File: src/rtl/scr_lock_pkg.sv
// Shared types for the descrambler lock confidence monitor.
// Assumes: nothing beyond a standard SystemVerilog elaborator.
package scr_lock_pkg;

    typedef enum logic [1:0] {
        ST_HUNT    = 2'd0,
        ST_CONFIRM = 2'd1,
        ST_LOCK    = 2'd2
    } lock_st_e;

    localparam int unsigned DEF_THRESH = 8;

endpackage

File: src/rtl/scr_lock_pred.sv
// Sequence predictor: holds the word expected next in the scrambler sequence.
// load reseeds the predictor from a received word; step advances it from its own state.
// Assumes load and step are never high together, or else load wins.
module scr_lock_pred #(
    parameter int unsigned     W    = 16,
    parameter logic [W-1:0]    POLY = 16'hB400
) (
    input  logic         clk,
    input  logic         rst_n,
    input  logic         load,
    input  logic         step,
    input  logic [W-1:0] word,
    output logic [W-1:0] pred
);

    // W single-bit LFSR advances of a state
    function automatic logic [W-1:0] adv_word(input logic [W-1:0] s_in);
        logic [W-1:0] s;
        logic         fb;
        s = s_in;
        for (int i = 0; i < int'(W); i++) begin
            fb = ^(s & POLY);
            s  = {s[W-2:0], fb};
        end
        return s;
    endfunction

    // Prediction register: reseed, free-run or hold
    always_ff @(posedge clk) begin
        if (!rst_n)
            pred <= '0;
        else if (load)
            pred <= adv_word(word);
        else if (step)
            pred <= adv_word(pred);
    end

endmodule

File: src/rtl/scr_lock_cnt.sv
// Run counter with synchronous clear (priority) and increment.
// Assumes the controller never increments past the top of CW bits.
module scr_lock_cnt #(
    parameter int unsigned CW = 4
) (
    input  logic          clk,
    input  logic          rst_n,
    input  logic          clr,
    input  logic          inc,
    output logic [CW-1:0] cnt
);

    localparam logic [CW-1:0] ONE = {{(CW-1){1'b0}}, 1'b1};

    // Count register: clear wins over increment
    always_ff @(posedge clk) begin
        if (!rst_n)
            cnt <= '0;
        else if (clr)
            cnt <= '0;
        else if (inc)
            cnt <= cnt + ONE;
    end

endmodule

File: src/rtl/scr_lock_mon.sv
// Descrambler lock confidence monitor.
// Seeds a sequence predictor from the first valid word after delineation. Counts
// consecutive correct predictions up to a 4-bit threshold (0 acts as 1) and then
// declares lock. While locked, the predictor free-runs, and MISS_LIMIT consecutive
// misses drop lock. Loss of delineation forces the hunting state.
// Assumes: inputs synchronous to clk; MISS_LIMIT >= 1.
module scr_lock_mon
    import scr_lock_pkg::*;
#(
    parameter int unsigned  W          = 16,
    parameter logic [W-1:0] POLY       = 16'hB400,
    parameter int unsigned  THR_W      = 4,
    parameter int unsigned  MISS_LIMIT = 4
) (
    input  logic             clk,
    input  logic             rst_n,
    input  logic [W-1:0]     rx_seq_i,
    input  logic             rx_vld_i,
    input  logic             delin_ok_i,
    input  logic [THR_W-1:0] conf_thr_i,
    output logic             lock_o,
    output logic             los_o
);

    localparam int unsigned   MW       = $clog2(MISS_LIMIT + 1);
    localparam int unsigned   XW       = THR_W + 1;
    localparam logic [MW-1:0] MISS_TOP = MW'(MISS_LIMIT - 1);

    lock_st_e         st_q, st_d;
    logic [W-1:0]     pred_q;
    logic [THR_W-1:0] run_q;
    logic [MW-1:0]    miss_q;
    logic             p_load, p_step;
    logic             run_clr, run_inc, miss_clr, miss_inc;
    logic             ev, hit;
    logic [THR_W-1:0] thr_eff;
    logic             run_done;

    assign ev       = rx_vld_i && delin_ok_i;
    assign hit      = (rx_seq_i == pred_q);
    assign thr_eff  = (conf_thr_i == '0) ? {{(THR_W-1){1'b0}}, 1'b1} : conf_thr_i;
    assign run_done = (XW'(run_q) + XW'(1)) >= XW'(thr_eff);

    scr_lock_pred #(.W(W), .POLY(POLY)) u_pred (
        .clk   (clk),
        .rst_n (rst_n),
        .load  (p_load),
        .step  (p_step),
        .word  (rx_seq_i),
        .pred  (pred_q)
    );

    scr_lock_cnt #(.CW(THR_W)) u_run (
        .clk   (clk),
        .rst_n (rst_n),
        .clr   (run_clr),
        .inc   (run_inc),
        .cnt   (run_q)
    );

    scr_lock_cnt #(.CW(MW)) u_miss (
        .clk   (clk),
        .rst_n (rst_n),
        .clr   (miss_clr),
        .inc   (miss_inc),
        .cnt   (miss_q)
    );

    // Next-state and counter/predictor control decisions
    always_comb begin
        st_d     = st_q;
        p_load   = 1'b0;
        p_step   = 1'b0;
        run_clr  = 1'b0;
        run_inc  = 1'b0;
        miss_clr = 1'b0;
        miss_inc = 1'b0;
        if (!delin_ok_i) begin
            st_d     = ST_HUNT;
            run_clr  = 1'b1;
            miss_clr = 1'b1;
        end else begin
            case (st_q)
                ST_HUNT: begin
                    run_clr  = 1'b1;
                    miss_clr = 1'b1;
                    if (ev) begin
                        p_load = 1'b1;
                        st_d   = ST_CONFIRM;
                    end
                end
                ST_CONFIRM: begin
                    miss_clr = 1'b1;
                    if (ev) begin
                        p_load = 1'b1;
                        if (!hit) begin
                            run_clr = 1'b1;
                        end else if (run_done) begin
                            run_clr = 1'b1;
                            st_d    = ST_LOCK;
                        end else begin
                            run_inc = 1'b1;
                        end
                    end
                end
                ST_LOCK: begin
                    run_clr = 1'b1;
                    if (ev) begin
                        if (hit) begin
                            miss_clr = 1'b1;
                            p_step   = 1'b1;
                        end else if (miss_q == MISS_TOP) begin
                            miss_clr = 1'b1;
                            p_load   = 1'b1;
                            st_d     = ST_CONFIRM;
                        end else begin
                            miss_inc = 1'b1;
                            p_step   = 1'b1;
                        end
                    end
                end
                default: st_d = ST_HUNT;
            endcase
        end
    end

    // State register
    always_ff @(posedge clk) begin
        if (!rst_n)
            st_q <= ST_HUNT;
        else
            st_q <= st_d;
    end

    assign lock_o = (st_q == ST_LOCK);
    assign los_o  = (st_q != ST_LOCK);

endmodule

File: config.mk
export PLATFORM = sky130hd
export DESIGN_NAME = scr_lock_mon
export DESIGN_NICKNAME = d
export VERILOG_FILES = /design/src/rtl/scr_lock_pkg.sv /design/src/rtl/scr_lock_pred.sv /design/src/rtl/scr_lock_cnt.sv /design/src/rtl/scr_lock_mon.sv
export SDC_FILE = /design/constraint.sdc
export NUM_CORES = 1
export LEC_CHECK = 0
export ABC_AREA = 1
export BUFFER_PORTS_ARGS = -buffer_cell sky130_fd_sc_hd__buf_2
export CAP_MARGIN = 15
export CORE_MARGIN = 8
export CORE_UTILIZATION = 50
export DETAILED_ROUTE_END_ITERATION = 12
export GPL_ROUTABILITY_DRIVEN = 1
export HOLD_SLACK_MARGIN = 0.03
export PLACE_DENSITY = 0.72
export RECOVER_POWER = 50
export SLEW_MARGIN = 20
export SYNTH_ARGS = -nofsm -noshare
export SYNTH_HDL_FRONTEND = slang
export SYNTH_SLANG_ARGS = --single-unit
File: constraint.sdc
create_clock -name clk -period 3.2 [get_ports clk]
set_clock_uncertainty 0.05 [all_clocks]
set_input_delay 0.16 -clock clk [delete_from_list [all_inputs] [get_ports clk]]
set_output_delay 0.16 -clock clk [all_outputs]
set_load 0.01 [all_outputs]
==> results_dict.tcl, run 1 <==
set metrics [dict create \
    outcome "finished, final reports clean" \
    highest-signal-layer "met4" \
    synth_cells 485 \
    drt-pass1-iter-count 4 \
    vdd.ir_drop.worst_v 0.000240 \
    drc 0 \
    first_global_vias 2672 \
    max_slew_margin_pct 60.2 \
    fin_crit_sh_pct 73.9 \
    wl_met2_mm 3.20 \
    routed_wl_mm 7.00 \
    postCtsHoldBufs 0 \
    placed_area_um2 2960 \
    crit_type "reg2reg" \
    cts_buffers 3 \
    syn_to_final_growth_pct 4.20 \
    core_um2 5510 \
    drive_gt1_share_pct 11.5 \
    power_frac_seq_pct 34.7 \
    clk_pin_slew_ns 0.10 \
    cts_root_buf "clkbuf_8" \
    wl_per_cell_um 12.3 \
    path_max_fanout 9 \
    post_cts_buffers 0 \
    p_comb_share_pct 46.0 \
    reg2reg_setup_slack_ns 0.84 \
    cp_slowest_stage_delay_ns 0.56 \
    slew_violations 0 \
    ys_ff_latch 25 \
    worst_pin_slew_ns 0.598 \
    path_cells "clkinv_1 > nand2_1 > nand2_1 > nor2_1 > nand2_1 > nor2_1 > nand2_1 > a21oi_1 > o21ai_0 > o21ai_1 > inv_1" \
    met1Wirelength_mm 3.31 \
    stdcell_count 568 \
    grt_use_total_pct 17.1 \
    startpoint_type "flop" \
    grt_max_degree 22 \
    rows 27 \
    overflow 0 \
    hold_path.class "in2reg" \
    slowest_stage "dfxtp_1" \
    cts_buffer_depth 2 \
    startpoint "u_pred.pred[10]" \
    crit_path_end "u_pred.pred[7]" \
    fmax_mhz 423 \
    yosysWarningCount 0 \
    cts_tree "done" \
    synth_fp_nets 516 \
    grt_first_pass_wirelength_mm 12.2 \
    required_ns 3.34 \
    num-fill-cells 574 \
    multi_input_area_um2 1930 \
    syn_area_um2 2860 \
    dr_total_vias 2818 \
    num_io_pins 26 \
    cap_violations 0 \
    htreeDepth 1 \
    p_leak_nw 1.63 \
    ys_seq_area_share_pct 17.5 \
    hold_viol 0 \
    synth_area_per_cell_um2 5.89 \
    crit_top_cell "nand2_1" \
    switchingPower_uw 465 \
    dp_cells 564 \
    fin_crit_ns 2.36 \
    viasPerCell 4.96 \
    final_common_cell "nand2_1" \
    setup_viol 0 \
    die_w_um 91.6 \
    n_antenna_cell 0 \
    worstSkewPairLatency_ns 0.28 \
    start_util_pct 51.9 \
    setup_tns_ns 0 \
    r2r_cells 11 \
    power_frac_clock_pct 19.4 \
    rsz0062_at_grt "no" \
    arrival_ns 2.50 \
    layout_common_cells "nand2_1 (167), inv_1 (64), nor2_1 (48), xor2_1 (28), xnor2_1 (28)" \
    p_int_uw 612 \
    wl_met3_um 397 \
    nNetsFinal 528 \
    fin_area_um2 2980 \
    clock_sinks 25 \
    die_y_um 91.6 \
    cts_resized 0 \
    die-area_um2 8390 \
    switching_share_pct 43.2 \
    rr_endpoint "u_pred.pred[7]" \
    grt_antenna_before_repair 0 \
    antenna_left 0 \
    critPathCaptureType "flop" \
    drt_iter0_drc 181 \
    seq_area_um2 500 \
    port-buffer-count 25 \
    gp_congestion 0.927 \
    finalPower_mw 1.08 \
    r2r-start "u_pred.pred[10]" \
    ys_types 38 \
    dp_hpwl_mm 5.57 \
    powerDensity_nw_per_um2 362 \
]
per-stage QoR:
step | worst slack (ns) | util, % | hold WS (ns)
after floorplan | 1.32 | - | 0.208
after global placement | 1.18 | 53.8 | 0.360
after detailed placement | 1.08 | 53.8 | 0.366
after CTS | 1.07 | 54.6 | 0.0718
after global routing | 0.535 | 54.1 | 0.0946
final | 0.837 | 54.1 | 0.0667
state kept, by name, indices dropped and copies added (netlist names):
signal and flops:
u_miss.cnt 3, u_run.cnt 4, st_q 2, u_pred.pred 16
power by group through the flow:
| stage | Clock (mW) | Combinational, mW | Sequential, mW |
|---|---|---|---|
| after floorplan | 0 | 0.415 | 0.357 |
| after CTS | 0.212 | 0.494 | 0.374 |
| after detailed placement | 0 | 0.490 | 0.381 |
| after global routing | 0.224 | 0.568 | 0.378 |
| final | 0.208 | 0.495 | 0.373 |
| after global placement | 0 | 0.483 | 0.380 |
synth_stat cells (all sizes together):
cell	count	area, um2
a21oi	22	114
a31o	2	17.5
a31oi	1	6.26
and2	2	12.5
and3	1	6.26
buf	15	101
clkbuf	4	16.3
clkinv	1	5.00
dfxtp	25	500
ha	7	87.6
inv	73	277
nand2	173	684
nand3	24	140
nand3b	1	7.51
nand4	1	12.5
nor2	51	204
nor3b	3	22.5
o211ai	4	45.1
o21a	1	7.51
o21ai	15	78.8
o21bai	1	7.51
or2	2	12.5
xnor2	28	245
xor2	28	245
final cells by class:
cell class	count	share of cell area [%]
flip-flops and latches	25	16.8
multi-input cells	367	64.7
repair buffers	26	4.41
inverters	74	9.46
clock buffers	3	1.39
clock inverters	1	0.168
well taps	72	3.03
cell families (layout without fill, tap and decap cells):
logic type / Yosys count / in the layout / share of synthesized area [%]
compound gates: 46 / 46 / 9.68
xor+xnor: 56 / 56 / 17.2
fa+ha+maj: 7 / 7 / 3.07
buf+inv: 93 / 104 / 14.0
flops: 25 / 25 / 17.5
simple gates: 258 / 258 / 38.6
metal layers:
layer	GRT usage (%)	vias up
met2	27.9	71
met3	1.56	7
met5	0	-
met4	5.46	0
met1	23.1	1259
li1	-	1481
worst max-delay path: cells and delay by family, from the launching register on:
| kind | cells | cell delay, ns |
|---|---|---|
| AOI/OAI and AO/OA | 3 | 0.84 |
| buffers and inverters | 2 | 0.20 |
| and+or+nand+nor | 6 | 0.61 |
| DFF | 1 | 0.56 |
worst min path at each step:
stage | slack, ns | to | cells after the start | from
global placement | 0.36 | u_pred.pred[1] | 3 | rst_n
global route | 0.09 | u_pred.pred[1] | 3 | rst_n
floorplan | 0.21 | u_pred.pred[1] | 2 | rst_n
detailed placement | 0.37 | u_pred.pred[1] | 3 | rst_n
finish | 0.07 | u_pred.pred[1] | 3 | rst_n
CTS | 0.07 | u_pred.pred[1] | 3 | rst_n
Note: power is estimated with default switching activity, not from simulation.
==> run 2, diff against run 1 <==
- PLACE_DENSITY: 0.72 -> 0.75
- clock period: 3.2 -> 1.9 ns (I/O delays scaled with it)
==> run 2 against run 1 <==
  * Sequential power rose by 65%
  * Die area is the same
  * Design area up 13%
  * Via count up 7.0%
  * Flip-flop and latch count unchanged
  * Critical path type unchanged
  * First-iteration DRC count up 37%
==> results_dict.tcl, run 2 (synthesis gave the netlist of run 1 again) <==
set metrics [dict create \
    outcome "finished, final reports clean" \
    fmax_mhz 535 \
    p_leak_nw 1.79 \
    largest-register "u_pred.pred" \
    setup_viol 0 \
    setup_tns_ns 0 \
    rows 27 \
    grt_max_degree 16 \
    cts_buffer_depth 2 \
    required_ns 2.06 \
    viasPerCell 5.13 \
    nNetsFinal 548 \
    worst_pin_slew_ns 0.564 \
    grt_first_pass_wirelength_mm 12.7 \
    crit_cells 11 \
    cts_tree "done" \
    wl_per_cell_um 12.7 \
    antenna_left 0 \
    grt_antenna_before_repair 0 \
    placed_area_um2 3110 \
    layout_common_cells "nand2_1 (164), inv_1 (64), nor2_1 (45), xnor2_1 (27), xor2_1 (26)" \
    routed_wl_mm 7.48 \
    path_cells "ha_4 > ha_4 > o21ai_2 > nand2_1 > nand2_1 > nand2_2 > a21oi_4 > nand2_2 > nand2_2 > nand3_4 > nor3b_2" \
    slew_violations 0 \
    startpoint_type "flop" \
    hold_path.class "in2reg" \
    startpoint "u_run.cnt[1]" \
    path_max_fanout 4 \
    fin_crit_sh_pct 98.4 \
    fin_crit_ns 1.87 \
    cts_buffers 3 \
    cp_slowest_stage_delay_ns 0.38 \
    core_um2 5510 \
    drt_iter0_drc 248 \
    gp_congestion 0.874 \
    arrival_ns 2.02 \
    start_util_pct 51.9 \
    htreeDepth 1 \
    drc 0 \
    port-buffer-count 25 \
    powerDensity_nw_per_um2 561 \
    largestRegisters "u_pred.pred: 16 flops, u_run.cnt: 4 flops, u_miss.cnt: 3 flops" \
    n_antenna_cell 0 \
    largest_reg_flops 16 \
    crit_family "simple AND/OR/NAND/NOR gates" \
    crit_top_cell "nand2_2" \
    dr_total_vias 3015 \
    r2r_cells 11 \
    overflow 0 \
    reg2reg_setup_slack_ns 0.03 \
    die_y_um 91.6 \
    crit_path_end "u_run.cnt[2]" \
    first_global_vias 2943 \
    cap_violations 0 \
    critPathCaptureType "flop" \
    dp_hpwl_mm 5.56 \
    num_io_pins 26 \
    path_buf_inv 0 \
    max_slew_margin_pct 62.4 \
    worstSkewPairLatency_ns 0.28 \
    clock_sinks 25 \
    fin_area_um2 3350 \
    rr_endpoint "u_run.cnt[2]" \
    clk_pin_slew_ns 0.10 \
    slowest_stage "dfxtp_4" \
    final_common_cell "nand2_1" \
    worstHoldPathCells 5 \
    hold_viol 0 \
    die_w_um 91.6 \
    drive_gt1_share_pct 21.9 \
    syn_to_final_growth_pct 17.4 \
    vdd.ir_drop.worst_v 0.000367 \
    min-delay-start "delin_ok_i" \
    drt-pass1-iter-count 4 \
    die-area_um2 8390 \
    r2r-start "u_run.cnt[1]" \
    rsz0062_at_grt "yes" \
    num-fill-cells 509 \
    crit_type "reg2reg" \
    grt_use_total_pct 17.9 \
    cts_root_buf "clkbuf_8" \
]
## run 2: cell count changes in the layout (fill, tap and decap cells not counted), moves of 3 or more
cell and change:
ha_1 -4, nor3b_2 +3, dfxtp_1 -13, nand3_4 +3, nand2_1 -3, buf_4 +17, nor3b_1 -3, dfxtp_2 +11
ha_4 +3, nor2_1 -3
## run 2: layout make-up
cell class                 count  area, um2  area share (%)
clock buffer                   3       41.3            1.23
clock inverter                 1       5.00           0.149
inverter                      74        282            8.40
multi-input combinational    367       2110            63.0
sequential                    25        522            15.6
tap                           72       90.1            2.69
timing repair buffer          46        302            8.99
## run 2: report_power, final
part           switching [mW]  leakage (nW)  internal (mW)  total (mW)
Sequential             0.0501         0.210          0.565       0.615
Clock                   0.193        0.0255          0.147       0.341
Combinational           0.554          1.56          0.371       0.926
## run 2: stage by stage
stage	worst slack [ns]	hold WS (ns)	instances	util [%]	power (mW)
2_1_floorplan	0.0164	0.143	485	-	1.30
3_3_place_gp	-0.0656	0.286	582	56.5	1.48
3_5_place_dp	-0.193	0.290	582	56.5	1.50
4_1_cts	0.0153	0.149	587	58.6	1.85
5_1_grt	-0.100	0.190	588	60.9	2.04
6_report	0.0311	0.150	588	60.9	1.88
## run 2: worst min path at each step
stage	end	slack, ns
2_1_floorplan	u_pred.pred[1]	0.14
3_3_place_gp	u_pred.pred[1]	0.29
3_5_place_dp	u_pred.pred[1]	0.29
4_1_cts	st_q[1]	0.15
5_1_grt	st_q[0]	0.19
6_report	st_q[1]	0.15
## run 2: timing repair
item / 4_1_cts / 5_1_grt
setup buffers: 0 / 1
hold buffers: 1 / 0
pin swaps: 5 / 11
setup endpoints to repair: 6 / 22
hold endpoints to repair: 1 / 0
gates cloned: 0 / 0
gates resized for setup: 11 / 29
## run 2: worst register-to-register path: stages, from the launching register on
cell and delay (ns):
dfxtp_4 0.38, ha_4 0.28, ha_4 0.19, o21ai_2 0.05
nand2_1 0.07, nand2_1 0.08, nand2_2 0.07, a21oi_4 0.19
nand2_2 0.08, nand2_2 0.08, nand3_4 0.10, nor3b_2 0.19
## run 2: metal layers
layer	routed length [um]	track usage (%)
met1	3210	22.1
met2	3620	31.2
met3	456	2.14
met4	195	5.59
met5	0	0
==> run 3, diff against run 2 <==
- ABC_AREA: 1 -> unset
- BUFFER_PORTS_ARGS: -buffer_cell sky130_fd_sc_hd__buf_2 -> unset
- CAP_MARGIN: 15 -> unset
- DONT_BUFFER_PORTS: unset -> 1
- PLACE_DENSITY: 0.75 -> 0.71
==> run 3 against run 2 <==
  * First-iteration DRC count decreased by 43%
  * Setup slack better by 0.044 ns
  * Largest cell class unchanged
  * Cell count down 42%
  * Register-to-register slack better by 0.04 ns
  * Die area is 17% lower
  * Worst hold slack worse by 0.092 ns
  * Fmax grew 2.4%
  * Sequential power decreased by 5.7%
  * Via count decreased by 36%
  * Area after synthesis is 21% lower
  * Total power decreased by 11%
  * Utilization is 1.1 points higher
==> results_dict.tcl, run 3 <==
set metrics [dict create \
    ys_ff_latch 25 \
    core_um2 4350 \
    dp_hpwl_mm 4.56 \
    gp_congestion 0.904 \
    drt-pass1-iter-count 4 \
    synth_cells 268 \
    cts_buffer_depth 2 \
    start_util_pct 51.9 \
    fin_area_um2 2700 \
    largest-register "u_pred.pred" \
    cts_tree "done" \
    grt_antenna_before_repair 0 \
    dr_total_vias 1932 \
    die_y_um 83.2 \
    clk_pin_slew_ns 0.09 \
    path_cells "xnor2_1 > nand4_1 > nor4_4 > buf_4 > o31a_2 > buf_12 > nor3_1 > o21a_1" \
    async_flop_share_pct 0 \
    yosysMostFrequentCell "xnor2_1" \
    antenna_left 0 \
    n_antenna_cell 0 \
    viasPerCell 5.65 \
    fmax_mhz 548 \
    fin_util_pct 62.0 \
    vdd.ir_drop.worst_v 0.000412 \
    slew_violations 0 \
    num_io_pins 26 \
    pre_cts_ws_ns 0.0112 \
    synth_top_area_share_pct 29.4 \
    drc 0 \
    die_w_um 83.2 \
    synth_common_cells "xnor2_1 (76), dfxtp_1 (25), xor2_1 (20)" \
    ys_types 36 \
    cts_root_buf "clkbuf_8" \
    outcome "finished, final reports clean" \
    grt_first_pass_wirelength_mm 9.72 \
    yosys_most_used_dff "dfxtp_1" \
    setup_viol 0 \
    setup_tns_ns 0 \
    grt_max_degree 20 \
    synth_fp_nets 299 \
    cap_violations 0 \
    crit_type "reg2reg" \
    clock_sinks 25 \
    die-area_um2 6930 \
    wl_per_cell_um 17.2 \
    ys_seq_area_share_pct 22.1 \
    path_buf_inv 2 \
    worstSkewPairLatency_ns 0.28 \
    drive_gt1_share_pct 23.1 \
    worst_pin_slew_ns 0.790 \
    startpoint_type "flop" \
    overflow 0 \
    cp_slowest_stage_delay_ns 0.33 \
    fin_crit_ns 1.83 \
    largestRegisters "u_pred.pred: 16 flops, u_run.cnt: 4 flops, u_miss.cnt: 3 flops" \
    crit_family "simple AND/OR/NAND/NOR gates" \
    syn_to_final_growth_pct 19.5 \
    required_ns 2.03 \
    layout_common_cells "xnor2_1 (72), buf_4 (27), xor2_1 (20), dfxtp_1 (19), nand2_1 (18)" \
    powerDensity_nw_per_um2 618 \
    cts_buffers 3 \
    drt_iter0_drc 141 \
    critPathCaptureType "flop" \
    htreeDepth 1 \
    rsz0062_at_grt "yes" \
    synth_edf_count 0 \
    max_slew_margin_pct 47.2 \
    synthTopCellsByArea "xnor2_1 (29%), dfxtp_1 (22%), xor2_1 (7.7%), ha_1 (3.9%), o22ai_1 (3.6%)" \
    rows 24 \
    synth_area_per_cell_um2 8.44 \
    yosysTopAreaCell "xnor2_1" \
    fin_crit_sh_pct 96.1 \
    port-buffer-count 0 \
    p_leak_nw 1.03 \
    hold_path.class "in2reg" \
    layout_setup_ws_ns 0.0747 \
    hold_viol 0 \
    arrival_ns 1.95 \
    slowest_stage "dfxtp_1" \
    final_common_cell "xnor2_1" \
    syn_area_um2 2260 \
    largest_reg_flops 16 \
    nNetsFinal 322 \
    finalPower_mw 1.67 \
    routed_wl_mm 5.88 \
    first_global_vias 1905 \
    path_max_fanout 6 \
    grt_use_total_pct 16.9 \
    placed_area_um2 2470 \
    yosysWarningCount 0 \
]
run 3: cell types whose count changed after synthesis, sizes merged, moves of 7 or more:
cell   previous run  this run
o22ai             0        13
nor3              0         7
nand3            24         8
a21oi            22        14
nand2           173        18
inv              73        12
mux2i             0         8
xor2             28        20
o21ai            15         5
nor2             51         6
xnor2            28        77
run 3: worst paths after layout:
path	start	to	slack (ns)	cells past startpoint
setup / recovery	u_pred.pred[5]	u_pred.pred[10]	0.07	8
hold / removal	rx_vld_i	st_q[0]	0.06	3
setup reg to reg	u_pred.pred[5]	u_pred.pred[10]	0.07	8
hold reg to reg	u_miss.cnt[1]	u_miss.cnt[1]	0.41	2
run 3: layout make-up:
class | instances | area (um2)
inverter | 12 | 45.0
multi-input combinational | 215 | 1750
fill | 342 | 1650
clock inverter | 1 | 5.00
timing repair buffer | 34 | 287
tap | 52 | 65.1
sequential | 25 | 510
clock buffer | 3 | 41.3
run 3: metal layers:
| metal | vias to the layer above | routed length [um] | share of wire (%) | global-route usage [%] |
|---|---|---|---|---|
| met5 | - | 0 | 0 | 0 |
| met4 | 0 | 219 | 3.7 | 9.11 |
| met3 | 19 | 427 | 7.3 | 2.83 |
| met2 | 71 | 2750 | 47 | 26.0 |
| met1 | 898 | 2490 | 42 | 21.6 |
| li1 | 944 | - | - | - |
run 3: what timing repair did:
action,CTS,global route
hold endpoints to repair,25,0
pin swaps,1,21
endpoints found under the setup margin,1,21
setup buffers,0,2
resized for setup,1,28
hold buffers,3,0
run 3: stage by stage:
step | hold WS, ns | std cells
finish | 0.0572 | 342
global route | 0.0940 | 342
detailed placement | 0.172 | 333
floorplan | 0.195 | 268
CTS | 0.0381 | 340
global placement | 0.168 | 333
run 3: kinds of logic (layout without fill, tap and decap cells):
family	after synthesis	after routing	synth area share, %
DFF	25	25	22.1
muxes	9	9	4.04
buffers and inverters	28	50	5.87
and+or+nand+nor	55	55	12.5
adders and majority gates	7	7	3.87
AOI/OAI and AO/OA	47	47	13.7
xor gates and xnor gates	97	97	37.9
run 3: tightest hold or removal path: stages:
cell and delay [ns]:
nand3_1 0.05, o21ai_0 0.07, a21oi_1 0.13
run 3: power by group:
group	internal [mW]	switching (mW)
Sequential	0.553	0.0262
Combinational	0.390	0.360
Clock	0.148	0.190
